[config.mk]
export PLATFORM = sky130hd
export DESIGN_NAME = uart_xfeat_regs
export DESIGN_NICKNAME = d
export VERILOG_FILES = /design/src/rtl/uart_xfeat_pkg.sv /design/src/rtl/xfeat_regfile.sv /design/src/rtl/xfeat_spec_detect.sv /design/src/rtl/uart_xfeat_regs.sv
export SDC_FILE = /design/constraint.sdc
export NUM_CORES = 1
export LEC_CHECK = 0
export BUFFER_PORTS_ARGS = -buffer_cell sky130_fd_sc_hd__buf_2
export CORE_MARGIN = 2
export CORE_UTILIZATION = 55
export DETAILED_ROUTE_END_ITERATION = 10
export PLACE_DENSITY = 0.85
export SLEW_MARGIN = 20
export SYNTH_ARGS = -nofsm -noshare
export SYNTH_HDL_FRONTEND = slang
export SYNTH_HIERARCHICAL = 1
export SYNTH_SLANG_ARGS = --single-unit
[constraint.sdc]
create_clock -name clk -period 2.4 [get_ports clk]
set_input_delay 0.12 -clock clk [delete_from_list [all_inputs] [get_ports clk]]
set_output_delay 0.12 -clock clk [all_outputs]
set_load 0.02 [all_outputs]
[src/rtl/uart_xfeat_pkg.sv]
package uart_xfeat_pkg;

    localparam int REG_W  = 8;
    localparam int ADDR_W = 3;
    localparam int N_PROT = 3;
    localparam int SWFC_W = 4;

    localparam logic [ADDR_W-1:0] ADDR_IER  = 3'd0;
    localparam logic [ADDR_W-1:0] ADDR_FCR  = 3'd1;
    localparam logic [ADDR_W-1:0] ADDR_MCR  = 3'd2;
    localparam logic [ADDR_W-1:0] ADDR_CTRL = 3'd3;
    localparam logic [ADDR_W-1:0] ADDR_CHAR = 3'd4;
    localparam logic [ADDR_W-1:0] ADDR_IIR  = 3'd5;

    localparam logic [REG_W-1:0] IER_LOCK = 8'hF0;
    localparam logic [REG_W-1:0] FCR_LOCK = 8'h30;
    localparam logic [REG_W-1:0] MCR_LOCK = 8'hE0;

    // index 0 = IER, 1 = FCR, 2 = MCR (index equals bus address)
    localparam logic [N_PROT-1:0][REG_W-1:0] LOCK_MASKS = {MCR_LOCK, FCR_LOCK, IER_LOCK};

    localparam int IIR_FLAG_BIT = 4;

    typedef struct packed {
        logic              cts_en;
        logic              rts_en;
        logic              det_en;
        logic              unlock;
        logic [SWFC_W-1:0] swfc;
    } xfeat_ctrl_t;

endpackage

[src/rtl/xfeat_regfile.sv]
module xfeat_regfile
    import uart_xfeat_pkg::*;
(
    input  logic              clk,
    input  logic              rst_n,
    input  logic              wr_en,
    input  logic [ADDR_W-1:0] wr_addr,
    input  logic [REG_W-1:0]  wr_data,
    output xfeat_ctrl_t       ctrl_o,
    output logic [REG_W-1:0]  char_o,
    output logic [REG_W-1:0]  ier_o,
    output logic [REG_W-1:0]  fcr_o,
    output logic [REG_W-1:0]  mcr_o
);

    typedef struct packed {
        xfeat_ctrl_t                     ctrl;
        logic [REG_W-1:0]                xchar;
        logic [N_PROT-1:0][REG_W-1:0]    prot;
    } regs_t;

    regs_t r_d, r_q;
    logic [N_PROT-1:0][REG_W-1:0] wmask;

    // per-register writable mask: protected field opens only when unlocked
    for (genvar g = 0; g < N_PROT; g++) begin : g_mask
        assign wmask[g] = r_q.ctrl.unlock ? {REG_W{1'b1}} : ~LOCK_MASKS[g];
    end

    always_comb begin
        r_d = r_q;
        if (wr_en) begin
            for (int i = 0; i < N_PROT; i++) begin
                if (wr_addr == ADDR_W'(i)) begin
                    r_d.prot[i] = (wr_data & wmask[i]) | (r_q.prot[i] & ~wmask[i]);
                end
            end
            if (wr_addr == ADDR_CTRL) r_d.ctrl  = xfeat_ctrl_t'(wr_data);
            if (wr_addr == ADDR_CHAR) r_d.xchar = wr_data;
        end
    end

    always_ff @(posedge clk or negedge rst_n) begin
        if (!rst_n) r_q <= '0;
        else        r_q <= r_d;
    end

    assign ctrl_o = r_q.ctrl;
    assign char_o = r_q.xchar;
    assign ier_o  = r_q.prot[0];
    assign fcr_o  = r_q.prot[1];
    assign mcr_o  = r_q.prot[2];

    AST_LOCKED_FROZEN: assert property (@(posedge clk) disable iff (!rst_n)
        (wr_en && !ctrl_o.unlock) |=>
            ((ier_o & IER_LOCK) == ($past(ier_o) & IER_LOCK)) &&
            ((fcr_o & FCR_LOCK) == ($past(fcr_o) & FCR_LOCK)) &&
            ((mcr_o & MCR_LOCK) == ($past(mcr_o) & MCR_LOCK)));

    AST_UNLOCKED_WRITE: assert property (@(posedge clk) disable iff (!rst_n)
        (wr_en && ctrl_o.unlock && wr_addr == ADDR_IER) |=> ier_o == $past(wr_data));

    AST_RELOCK_KEEPS: assert property (@(posedge clk) disable iff (!rst_n)
        (wr_en && wr_addr == ADDR_CTRL) |=>
            (ier_o == $past(ier_o)) && (fcr_o == $past(fcr_o)) && (mcr_o == $past(mcr_o)));

endmodule

[src/rtl/xfeat_spec_detect.sv]
module xfeat_spec_detect
    import uart_xfeat_pkg::*;
(
    input  logic             clk,
    input  logic             rst_n,
    input  logic             det_en,
    input  logic [REG_W-1:0] match_char,
    input  logic             rx_valid,
    input  logic [REG_W-1:0] rx_data,
    input  logic             iir_rd,
    output logic             fifo_valid,
    output logic [REG_W-1:0] fifo_data,
    output logic             flag
);

    typedef struct packed {
        logic             fv;
        logic [REG_W-1:0] fd;
        logic             flag;
    } det_t;

    det_t s_d, s_q;
    logic hit;

    always_comb begin
        hit  = det_en && rx_valid && (rx_data == match_char);
        s_d  = s_q;
        s_d.fv = rx_valid;
        if (rx_valid) s_d.fd = rx_data;
        if (hit)         s_d.flag = 1'b1;   // new match wins over clear
        else if (iir_rd) s_d.flag = 1'b0;
    end

    always_ff @(posedge clk or negedge rst_n) begin
        if (!rst_n) s_q <= '0;
        else        s_q <= s_d;
    end

    assign fifo_valid = s_q.fv;
    assign fifo_data  = s_q.fd;
    assign flag       = s_q.flag;

    AST_FLAG_ON_MATCH: assert property (@(posedge clk) disable iff (!rst_n)
        (det_en && rx_valid && rx_data == match_char) |=> flag);

    AST_PASS_THROUGH: assert property (@(posedge clk) disable iff (!rst_n)
        rx_valid |=> (fifo_valid && fifo_data == $past(rx_data)));

    AST_CLEAR_ON_READ: assert property (@(posedge clk) disable iff (!rst_n)
        (iir_rd && !(det_en && rx_valid && rx_data == match_char)) |=> !flag);

    AST_IDLE_DISABLED: assert property (@(posedge clk) disable iff (!rst_n)
        (!det_en && !flag) |=> !flag);

endmodule

[src/rtl/uart_xfeat_regs.sv]
module uart_xfeat_regs
    import uart_xfeat_pkg::*;
(
    input  logic              clk,
    input  logic              rst_n,
    input  logic [ADDR_W-1:0] reg_addr,
    input  logic [REG_W-1:0]  reg_wdata,
    input  logic              reg_wr,
    input  logic              reg_rd,
    output logic [REG_W-1:0]  reg_rdata,
    input  logic              rx_valid,
    input  logic [REG_W-1:0]  rx_data,
    output logic              rxq_valid,
    output logic [REG_W-1:0]  rxq_data,
    output logic              iir_spec_flag,
    output logic [REG_W-1:0]  ier_val,
    output logic [REG_W-1:0]  fcr_val,
    output logic [REG_W-1:0]  mcr_val,
    output logic              cts_flow_en,
    output logic              rts_flow_en,
    output logic [SWFC_W-1:0] swfc_sel
);

    xfeat_ctrl_t      ctrl;
    logic [REG_W-1:0] match_char;
    logic             iir_rd;
    logic [REG_W-1:0] iir_val;

    assign iir_rd = reg_rd && (reg_addr == ADDR_IIR);

    xfeat_regfile u_regs (
        .clk     (clk),
        .rst_n   (rst_n),
        .wr_en   (reg_wr),
        .wr_addr (reg_addr),
        .wr_data (reg_wdata),
        .ctrl_o  (ctrl),
        .char_o  (match_char),
        .ier_o   (ier_val),
        .fcr_o   (fcr_val),
        .mcr_o   (mcr_val)
    );

    xfeat_spec_detect u_det (
        .clk        (clk),
        .rst_n      (rst_n),
        .det_en     (ctrl.det_en),
        .match_char (match_char),
        .rx_valid   (rx_valid),
        .rx_data    (rx_data),
        .iir_rd     (iir_rd),
        .fifo_valid (rxq_valid),
        .fifo_data  (rxq_data),
        .flag       (iir_spec_flag)
    );

    always_comb begin
        iir_val = '0;
        iir_val[IIR_FLAG_BIT] = iir_spec_flag;
    end

    always_comb begin
        unique case (reg_addr)
            ADDR_IER:  reg_rdata = ier_val;
            ADDR_FCR:  reg_rdata = fcr_val;
            ADDR_MCR:  reg_rdata = mcr_val;
            ADDR_CTRL: reg_rdata = ctrl;
            ADDR_CHAR: reg_rdata = match_char;
            ADDR_IIR:  reg_rdata = iir_val;
            default:   reg_rdata = '0;
        endcase
    end

    assign cts_flow_en = ctrl.cts_en;
    assign rts_flow_en = ctrl.rts_en;
    assign swfc_sel    = ctrl.swfc;

    AST_MATCH_BEATS_READ: assert property (@(posedge clk) disable iff (!rst_n)
        (iir_rd && ctrl.det_en && rx_valid && rx_data == match_char) |=> iir_spec_flag);

endmodule

Yosys cells after proc, flatten, opt, wreduce, memory -nomap -nowiden
Index checks and enable logic that the tools add are counted.
{ "word_totals": {"wordCells": 46, "output_inout_bits": 48, "mem_bits_rw": 0, "n_memories": 0, "input_bits": 24, "latchBits": 0, "mem_bits_ro": 0, "reg_bits": 50} }
{ "classes": {"div": 0, "multipliers": 0, "n_reduce_logical": 10, "bitwise": 12, "n_eq_ne": 6, "magnitude_cmp": 0, "mux": 6, "n_addsub": 0, "n_shift": 0} }
{ "ops": {"columns": ["op", "n"], "rows": [
  ["8-bit AND", 6],
  ["8-bit one-hot mux with 6 select lines", 1],
  ["8-bit NOT", 3],
  ["8-bit bitwise OR", 3],
  ["8-bit two-way mux", 2],
  ["2-bit AND reduction", 5],
  ["8-bit == test", 1],
  ["3-bit by 2-bit == test with 1-bit output, second input constant", 2],
  ["3-bit == test, second input constant", 2],
  ["6-bit two-way mux", 1],
  ["3-bit by 1-bit == test with 1-bit output, second input constant", 1],
  ["1-bit logical AND", 3],
  ["3-bit logical NOT", 1],
  ["1-bit two-way mux", 2],
  ["2-bit nonzero test", 1]
]} }

Longest topological paths before layout
Gate-level depths: netlist of the first run.
{ "depth": {"ltp_word": 4, "mapped_depth": 5, "mapped_depth_nobuf": 3} }

Modules after synthesis
The synthesis of the first run kept the hierarchy.
{ "modules_own_cells": {"columns": ["module", "cells_per_inst", "area_each_um2", "instances", "seq_area_each_um2"], "rows": [
  ["xfeat_regfile", 92, 1541.5, 1, 1001.0],
  ["xfeat_spec_detect", 32, 457.9, 1, 250.2],
  ["uart_xfeat_regs", 47, 381.6, 1, 0.0]
]} }

Least setup slack after synthesis of the first run
OpenSTA, ideal clock, no wires.
{ "synth_timing": {"path_kind": "flip-flop to output port", "startpoint": "register u_regs.r_q (netlist bit u_regs/mcr_o[4])", "endpoint": "output port reg_rdata[4]", "arrival_ns": 1.225, "setup_slack_ns": 1.055, "path_buffers": 0, "required_ns": 2.280, "path_stages_with_launch": 3, "path_cell_list": "dfrtp_1 mux4_2 mux2_2"} }
{ "synth_between": {"elab_chain_len": 1} }
{ "synth_rtl": {"columns": ["item", "line", "source"], "rows": [
  ["from (decl)", "xfeat_regfile.sv:22", "regs_t r_d, r_q;"],
  ["from (signal assigned)", "xfeat_regfile.sv:45", "else r_q <= r_d;"],
  ["8-bit one-hot mux with 6 select lines", "uart_xfeat_regs.sv:63", "unique case (reg_addr)"],
  ["to (decl)", "uart_xfeat_regs.sv:10", "output logic [REG_W-1:0] reg_rdata,"]
]} }
No other way between the ends.

Worst setup path after layout of the first run
{ "layout_timing": {"startpoint": "register u_regs.r_q (netlist bit u_regs/ctrl_o[4])", "endpoint": "output port reg_rdata[4]"} }
Same word-level chain as after synthesis.

==> results of run 1 <==
==> critical path, cell delays in order, from the launching register on <==
cell,delay (ns)
dfrtp_1,0.42
mux4_2,0.47
mux2_2,0.27
buf_2,0.16
==> cells in the mapped netlist (2+ instances only) <==
cell type  instances  area, um^2
nor2b_1            2        12.5
inv_1              2        7.51
nand3_1            4        20.0
mux2_1            27         304
buf_2              5        25.0
buf_6              2        22.5
a22oi_1            6        45.0
o22ai_1            2        12.5
and4bb_1           2        25.0
nor2_1             5        18.8
nand4b_1           2        17.5
mux2i_1            4        40.0
dfrtp_1           50        1250
xnor2_1            8        70.1
mux2_2            28         315
nand2_1            4        15.0
==> power by group <==
group | internal, mW | switching, mW
sequential | 1.02 | 0.147
clock | 0.233 | 0.260
combinational | 0.341 | 0.435
total | 1.60 | 0.841
==> cell families (layout without fill, tap and decap cells) <==
group                  count (synthesis)  after routing
XOR/XNOR                               8              8
AO/OA/AOI/OAI                         13             13
AND/OR/NAND/NOR                       28             28
flip-flops                            50             50
buffers and inverters                 11             83
multiplexers                          61             61
==> per-layer routing <==
layer  vias up  global-route usage [%]
met4         0                    7.26
met2        56                    36.7
met1       824                    31.3
met3         8                    5.52
li1        771                       -
met5         -                       0
==> area by class of cell <==
cell class                      instances  area, um^2
Timing Repair Buffer                   73         373
Multi-Input combinational cell        110        1060
Sequential cell                        50        1250
Clock inverter                          1        5.00
Tap cell                               50        62.6
Clock buffer                            7        86.3
Inverter                                2        7.51
Fill cell                             314        1240
==> timing repair <==
action	in CTS	in global routing
setup buffers	0	0
hold buffers	1	0
endpoints found under the hold margin	19	0
setup endpoints to repair	0	0
==> metrics by stage <==
stage | power (mW) | hold WS [ns] | setup WS [ns]
2_1_floorplan | 1.67 | -0.176 | 1.06
3_3_place_gp | 1.94 | 0.0799 | 0.725
3_5_place_dp | 1.97 | 0.0928 | 0.733
4_1_cts | 2.47 | 0.0431 | 0.641
5_1_grt | 2.58 | 0.0585 | 0.594
6_report | 2.44 | 0.0519 | 0.661
==> final timing paths <==
kind                                      endpoint  slack (ns)  depth (start not counted)
worst max-delay path                  reg_rdata[4]        0.66                          3
worst min-delay path              u_det/fifo_valid        0.05                          1
worst max register to register           flip-flop        1.18                          2
worst min register to register  u_det/fifo_data[7]        0.50                          1
max in group asynchronous          u_regs/fcr_o[6]        1.33                          3
min in group asynchronous       u_det/fifo_data[1]        0.29                          2
==> run summary, run 1 <==
Status - finished clean
Layout area overhead - 19.7%
Final Skew - 0.00723 ns
Initial core utilization - 58.3%
Top routing layer in use - met4
Pleak - 1.36 nW
Synth Area in Adders - 0%
Wl on met1 - 2370 um
Post-synthesis mux area share - 29.7%
Clock H-tree levels - 2
N_diodes - 0
Layout Cell Area excl Fill - 2850 um^2
Final Max Tran Viols - 0
Cell Area, Synth - 2380 um^2
Synthesized instance count - 171
Synth Register Bits - 50
Clock buffer depth - 2
Root Buffer - clkbuf_8
DR vias - 1659
Wire length per cell - 17.8 um
Total CTS buffers - 5
Critical Path Sink Type - output port
First-pass DRT Iterations - 4
CP startpoint kind - flip-flop
Worst vdd ir - 0.447 mV
Mapped Avg Cell Area - 13.9 um^2
Reg2reg start - u_regs/ctrl_o[4]
Total of max-cap violations - 0
Final cell count without fillers - 293
Most frequent cells in the layout - buf_2, dfrtp_1, mux2_2
Die H - 69.8 um
Part of the cycle the worst path needs - 72.5%
Library cells used by synthesis - 34
Min-delay src - rx_valid
Vias in the first global route - 1674
Io pins - 72
Via-per-instance ratio - 5.66
Post-Synth XOR/XNOR Area - 2.94%
Setup-failing EPs final - 0
CP startpoint - u_regs/ctrl_o[4]
Util after Layout - 69.7%
Post-DP HPWL - 3850 um
GPL Wtd Cong - 0.775
Clk_lat worst skew - 0.30 ns
Worst-path clk slew - 0.08 ns
DIE AREA - 4870 um^2
Antenna violations before repair - 0
Sink Count - 50
FFs w/ async S/R, synth - 100%
Placed Cells - 284
Post-CTS resize count - 0
Commonest non-fill, non-tap cell in the layout - buf_2
Overall routed net length - 5230 um
Std-Cell Rows - 23
First-pass GRT wire length - 8740 um
Worst EP arrival - 1.62 ns
Slew headroom - 63.9%
Measured slew at the worst slew-check pin - 0.540 ns
Layout Nets - 266
Chip width - 69.8 um
Antenna Nets Post-Route - 0
DR WL met2 - 2490 um
Yosys warns - 6
Crit Path Class - reg -> out
Largest family of logic cells by synthesized area - multiplexers
Sequential area share after synthesis - 52.5%
Max FO, Critical Path - 5
Post-synth EDFFs - 0
Placed inst area - 2750 um^2
Total track usage - 23.0%
Post-synth top flop - dfrtp_1
Remaining DRCs - 0
Worst hold path class - in -> reg
CTS tree - built
DR iter-0 viols - 57
Share of cells above drive strength 1 - 45.3%
Final min period - 1.74 ns
Core box area - 4090 um^2
Pwr/cell area - 856 nW/um^2
Port buffer count - 71
Net Count, Synth - 195
RSZ-0062 raised after global routing - no
Final hold violation count - 0
Met3 wire len - 279 um
Gr ovfl total - 0
Critical path required time - 2.28 ns
Setup tns final - 0 ns
Post-Synth Simple-Gate Area - 7.67%
Compound-cell area share of the yosys netlist - 4.31%
Largest net degree at the start of global routing - 32
Max Fclk - 575 MHz
No activity file was read; power rests on OpenSTA's default activity.
==> run 2: changes to the inputs <==
--- a/config.mk
+++ b/config.mk
@@ -7,9 +7,9 @@
 export LEC_CHECK = 0
 export BUFFER_PORTS_ARGS = -buffer_cell sky130_fd_sc_hd__buf_2
 export CORE_MARGIN = 2
-export CORE_UTILIZATION = 55
+export CORE_UTILIZATION = 51
 export DETAILED_ROUTE_END_ITERATION = 10
-export PLACE_DENSITY = 0.85
+export PLACE_DENSITY = 0.79
 export SLEW_MARGIN = 20
 export SYNTH_ARGS = -nofsm -noshare
 export SYNTH_HDL_FRONTEND = slang
==> constraint.sdc (replaced) <==
create_clock -name clk -period 1.77 [get_ports clk]
set_input_delay 0.0885 -clock clk [delete_from_list [all_inputs] [get_ports clk]]
set_output_delay 0.0885 -clock clk [all_outputs]
set_load 0.02 [all_outputs]
==> run 2 against run 1 <==
Net effect:
- via count up 2.2%
- sequential power up 35%
- non-clock buffer count up 5
- critical path depth unchanged
- worst setup slack worse by 0.61 ns
- count of clock-buffer cells in the layout down 1
- cell count up 2.4%
- total power up 36%
- critical endpoint unchanged
- highest routed layer unchanged
==> run summary, run 2 (same netlist as run 1, synthesis figures left out) <==
Worst R2R Path Depth - 2
Largest net degree at the start of global routing - 51
Io pins - 72
N_diodes - 0
CTS tree - built
Worst EP arrival - 1.63 ns
Total CTS buffers - 5
Layout area overhead - 21.5%
Max FO, Critical Path - 5
Clk_lat worst skew - 0.30 ns
Layout Nets - 271
CP startpoint kind - flip-flop
Slew headroom - 58.7%
Pwr Total - 3.33 mW
Port buffer count - 71
Final min period - 1.72 ns
Critical path's top delay family - multiplexers
Total track usage - 21.2%
Std-Cell Rows - 24
Total of max-cap violations - 0
Worst vdd ir - 0.593 mV
Pwr/cell area - 1150 nW/um^2
Critical path required time - 1.68 ns
Wire length per cell - 17.5 um
Initial core utilization - 53.9%
Clock buffer depth - 2
Setup-failing EPs final - 0
Core box area - 4410 um^2
Post-DP HPWL - 3790 um
Final cell count without fillers - 300
DR iter-0 viols - 57
Clock H-tree levels - 2
Max Fclk - 581 MHz
CP Cell Sequence - mux4_2, mux2_2, buf_2
Critical Path Sink Type - output port
Antenna violations before repair - 0
RSZ-0062 raised after global routing - no
Max incr delay on CP - 0.47 ns
Commonest non-fill, non-tap cell in the layout - buf_2
Root Buffer - clkbuf_8
Most frequent cells in the layout - buf_2, dfrtp_1, mux2_2
Gr ovfl total - 0
Vias in the first global route - 1746
Final Max Tran Viols - 0
First-pass DRT Iterations - 5
Die H - 72.3 um
Post-CTS Setup Repair Bufs - 0
Sink Count - 50
Via-per-instance ratio - 5.65
Worst-path clk slew - 0.09 ns
Share of cells above drive strength 1 - 46.8%
Chip width - 72.3 um
Part of the cycle the worst path needs - 97.3%
Reg2reg start - u_regs/ctrl_o[4]
Crit Path Class - reg -> out
Setup tns final - 0 ns
Reg2Reg Setup Slack - 0.58 ns
CP startpoint - u_regs/ctrl_o[4]
Pleak - 1.38 nW
First-pass GRT wire length - 8560 um
Measured slew at the worst slew-check pin - 0.619 ns
Util after Layout - 65.5%
GPL Wtd Cong - 0.787
Final hold violation count - 0
Antenna Nets Post-Route - 0
Highest-delay cell along the critical path - mux4_2
DIE AREA - 5230 um^2
DR vias - 1695
Status - finished clean
Critical Path Stages - 3
Final Skew - 0.00493 ns
Overall routed net length - 5240 um
Remaining DRCs - 0
Placed Cells - 291
CP endpoint - reg_rdata[4]
Worst hold path class - in -> reg
Buffers and inverters on the worst path - 1
[run 2: worst min path at each step]
| stage | to | slack [ns] | cells after the start | startpoint |
|---|---|---|---|---|
| 3_5_place_dp | u_det/fifo_data[2] | 0.23 | 2 | rst_n |
| 6_report | u_det/fifo_valid | 0.03 | 1 | rx_valid |
| 4_1_cts | u_det/fifo_valid | 0.02 | 1 | rx_valid |
| 3_3_place_gp | u_det/fifo_data[2] | 0.22 | 2 | rst_n |
| 2_1_floorplan | u_det/fifo_data[0] | -0.21 | 0 | rst_n |
| 5_1_grt | u_det/fifo_valid | 0.03 | 1 | rx_valid |
[run 2: stage by stage]
| stage | hold slack, ns | instance area (um^2) | worst slack, ns |
|---|---|---|---|
| 2_1_floorplan | -0.207 | 2380 | 0.457 |
| 3_5_place_dp | 0.226 | 2790 | 0.243 |
| 3_3_place_gp | 0.224 | 2790 | 0.250 |
| 4_1_cts | 0.0220 | 2890 | 0.0419 |
| 6_report | 0.0260 | 2890 | 0.0476 |
| 5_1_grt | 0.0284 | 2890 | 0.00928 |
[run 2: final cells by class]
| type | instances | area (um^2) |
|---|---|---|
| Clock buffer | 6 | 82.6 |
| Clock inverter | 2 | 12.5 |
| Fill cell | 342 | 1520 |
| Inverter | 2 | 7.51 |
| Multi-Input combinational cell | 110 | 1060 |
| Sequential cell | 50 | 1250 |
| Tap cell | 52 | 65.1 |
| Timing Repair Buffer | 78 | 410 |
[run 2: where the power goes]
| part | switching [mW] | internal, mW |
|---|---|---|
| sequential | 0.195 | 1.39 |
| combinational | 0.598 | 0.467 |
| clock | 0.366 | 0.314 |
| total | 1.16 | 2.17 |
[run 2: worst reg2reg max path, cell delays in order, from the launching register on]
cell and delay [ns]:
dfrtp_1 0.43, nand4b_1 0.29, mux2_2 0.36
[run 2: metal layers]
metal / track usage, % / part of all wire (%) / up-vias
met3: 5.14 / 5.7 / 2
met4: 4.40 / 0.44 / 0
met1: 28.1 / 44 / 851
met2: 35.7 / 50 / 57
li1: - / - / 785
met5: 0 / 0 / -
[run 2: timing repair]
item / CTS / global route
hold buffers: 1 / 0
gates resized for setup: 0 / 0
endpoints found under the hold margin: 50 / 0
==> run 3: changes to the inputs <==
--- a/config.mk
+++ b/config.mk
@@ -8,8 +8,10 @@
 export BUFFER_PORTS_ARGS = -buffer_cell sky130_fd_sc_hd__buf_2
 export CORE_MARGIN = 2
 export CORE_UTILIZATION = 51
+export CTS_CLUSTER_SIZE = 8
 export DETAILED_ROUTE_END_ITERATION = 10
 export PLACE_DENSITY = 0.79
+export REMOVE_ABC_BUFFERS = 1
 export SLEW_MARGIN = 20
 export SYNTH_ARGS = -nofsm -noshare
 export SYNTH_HDL_FRONTEND = slang
==> run 3 against run 2 <==
Net effect:
- sequential power is essentially flat
- largest cell class unchanged
- via count shrank 0.71%
- first-iteration DRC count grew 42%
==> run summary, run 3 (same netlist as run 1, synthesis figures left out) <==
Status - finished clean
First-pass GRT wire length - 8690 um
Slew headroom - 64.8%
Clock share of power - 22.3%
Buffers and inverters on the worst path - 1
Final Skew - 0.00445 ns
Core box area - 4410 um^2
Overall routed net length - 5370 um
Switching power of the nets - 1.15 mW
Sequential share of power - 46.4%
Initial core utilization - 53.9%
CTS tree - built
CTS Hold Bufs - 1
Layout area overhead - 22.6%
Reg2reg start - u_regs/ctrl_o[4]
First-pass DRT Iterations - 4
DIE AREA - 5230 um^2
Worst vdd ir - 0.510 mV
Post-CTS Setup Repair Bufs - 0
Layout Cell Area excl Fill - 2920 um^2
Total CTS buffers - 5
Pleak - 1.39 nW
Placed Cells - 291
Switching Share - 33.9%
Max Fclk - 584 MHz
Wire length per cell - 17.9 um
Share of cells above drive strength 1 - 46.8%
Util after Layout - 66.2%
GPL Wtd Cong - 0.792
Sink Count - 50
Io pins - 72
Pwr Total - 3.41 mW
Via-per-instance ratio - 5.61
Max incr delay on CP - 0.47 ns
Chip width - 72.3 um
Most frequent cells in the layout - buf_2, dfrtp_1, mux2_2
Commonest non-fill, non-tap cell in the layout - buf_2
Gr ovfl total - 0
RSZ-0062 raised after global routing - no
Min-delay src - rx_valid
Root Buffer - clkbuf_8
Pwr/cell area - 1170 nW/um^2
Final Max Tran Viols - 0
Post-CTS resize count - 0
DR vias - 1683
Placed inst area - 2800 um^2
Clock H-tree levels - 2
Post-DP HPWL - 3870 um
Remaining DRCs - 0
Std-Cell Rows - 24
Critical path's top delay family - multiplexers
Gate power share - 31.2%
Setup WS pre-CTS - 0.207 ns
Worst hold path class - in -> reg
Vias in the first global route - 1754
Layout Nets - 271
Largest net degree at the start of global routing - 30
Highest-delay cell along the critical path - mux4_2
DR iter-0 viols - 81
Worst-path clk slew - 0.09 ns
Clock buffer depth - 2
CP startpoint kind - flip-flop
Part of the cycle the worst path needs - 96.7%
Crit Path Class - reg -> out
Critical Path Sink Type - output port
Internal power - 2.25 mW
Total of max-cap violations - 0
Max FO, Critical Path - 5
CP startpoint - u_regs/ctrl_o[4]
Die H - 72.3 um
Worst EP arrival - 1.62 ns
CP Cell Sequence - mux4_2, mux2_2, buf_2
Final min period - 1.71 ns
Final hold violation count - 0
Clk_lat worst skew - 0.30 ns
Measured slew at the worst slew-check pin - 0.528 ns
Final cell count without fillers - 300
Total track usage - 22.1%
Critical path required time - 1.68 ns
Port buffer count - 71
N_diodes - 0
Antenna violations before repair - 0
Antenna Nets Post-Route - 0
Hold Worst Slack - 0.0155 ns
Setup-failing EPs final - 0
PnR worst setup slack - 0.0587 ns
Setup tns final - 0 ns
-- run 3: changes by cell type in the layout (fill, tap and decap cells not counted), sizes merged --
cell	change
clkinvlp	-1
clkinv	-1
clkbuf	+2
-- run 3: final timing paths --
path / cells after the start / slack [ns] / endpoint
worst max-delay path: 3 / 0.06 / reg_rdata[4]
worst min-delay path: 1 / 0.02 / u_det/fifo_valid
min in group asynchronous: 2 / 0.29 / u_det/fifo_valid
worst min register to register: 1 / 0.51 / u_det/fifo_data[1]
worst max register to register: 2 / 0.58 / flip-flop
max in group asynchronous: 3 / 0.94 / u_regs/fcr_o[3]
-- run 3: layout make-up --
| type | count | area (um^2) |
|---|---|---|
| well taps | 52 | 65.1 |
| fillers | 348 | 1490 |
| multi-input cells | 110 | 1060 |
| repair buffers | 78 | 423 |
| flip-flops and latches | 50 | 1250 |
| inverters | 2 | 7.51 |
| clock buffers | 8 | 110 |
-- run 3: power by group through the flow --
stage / Combinational (mW) / Sequential (mW) / Clock (mW)
finish: 1.06 / 1.58 / 0.761
global route: 1.14 / 1.62 / 0.820
CTS: 1.07 / 1.58 / 0.772
detailed placement: 1.07 / 1.60 / 0
global placement: 1.04 / 1.59 / 0
floorplan: 0.426 / 1.81 / 0
-- run 3: layer usage --
metal  wire (um)  vias to the layer above  global-route usage, %  share of wire [%]
li1            -                      784                      -                  -
met1        2370                      843                   28.5                 44
met2        2690                       48                   36.0                 50
met3         243                        8                   3.61                4.5
met4          67                        0                   11.3                1.2
met5           0                        -                      0                  0
-- run 3: worst reg2reg max path: stages, from the launching register on --
cell      delay, ns
dfrtp_1        0.42
nand4b_1       0.29
mux2_2         0.37
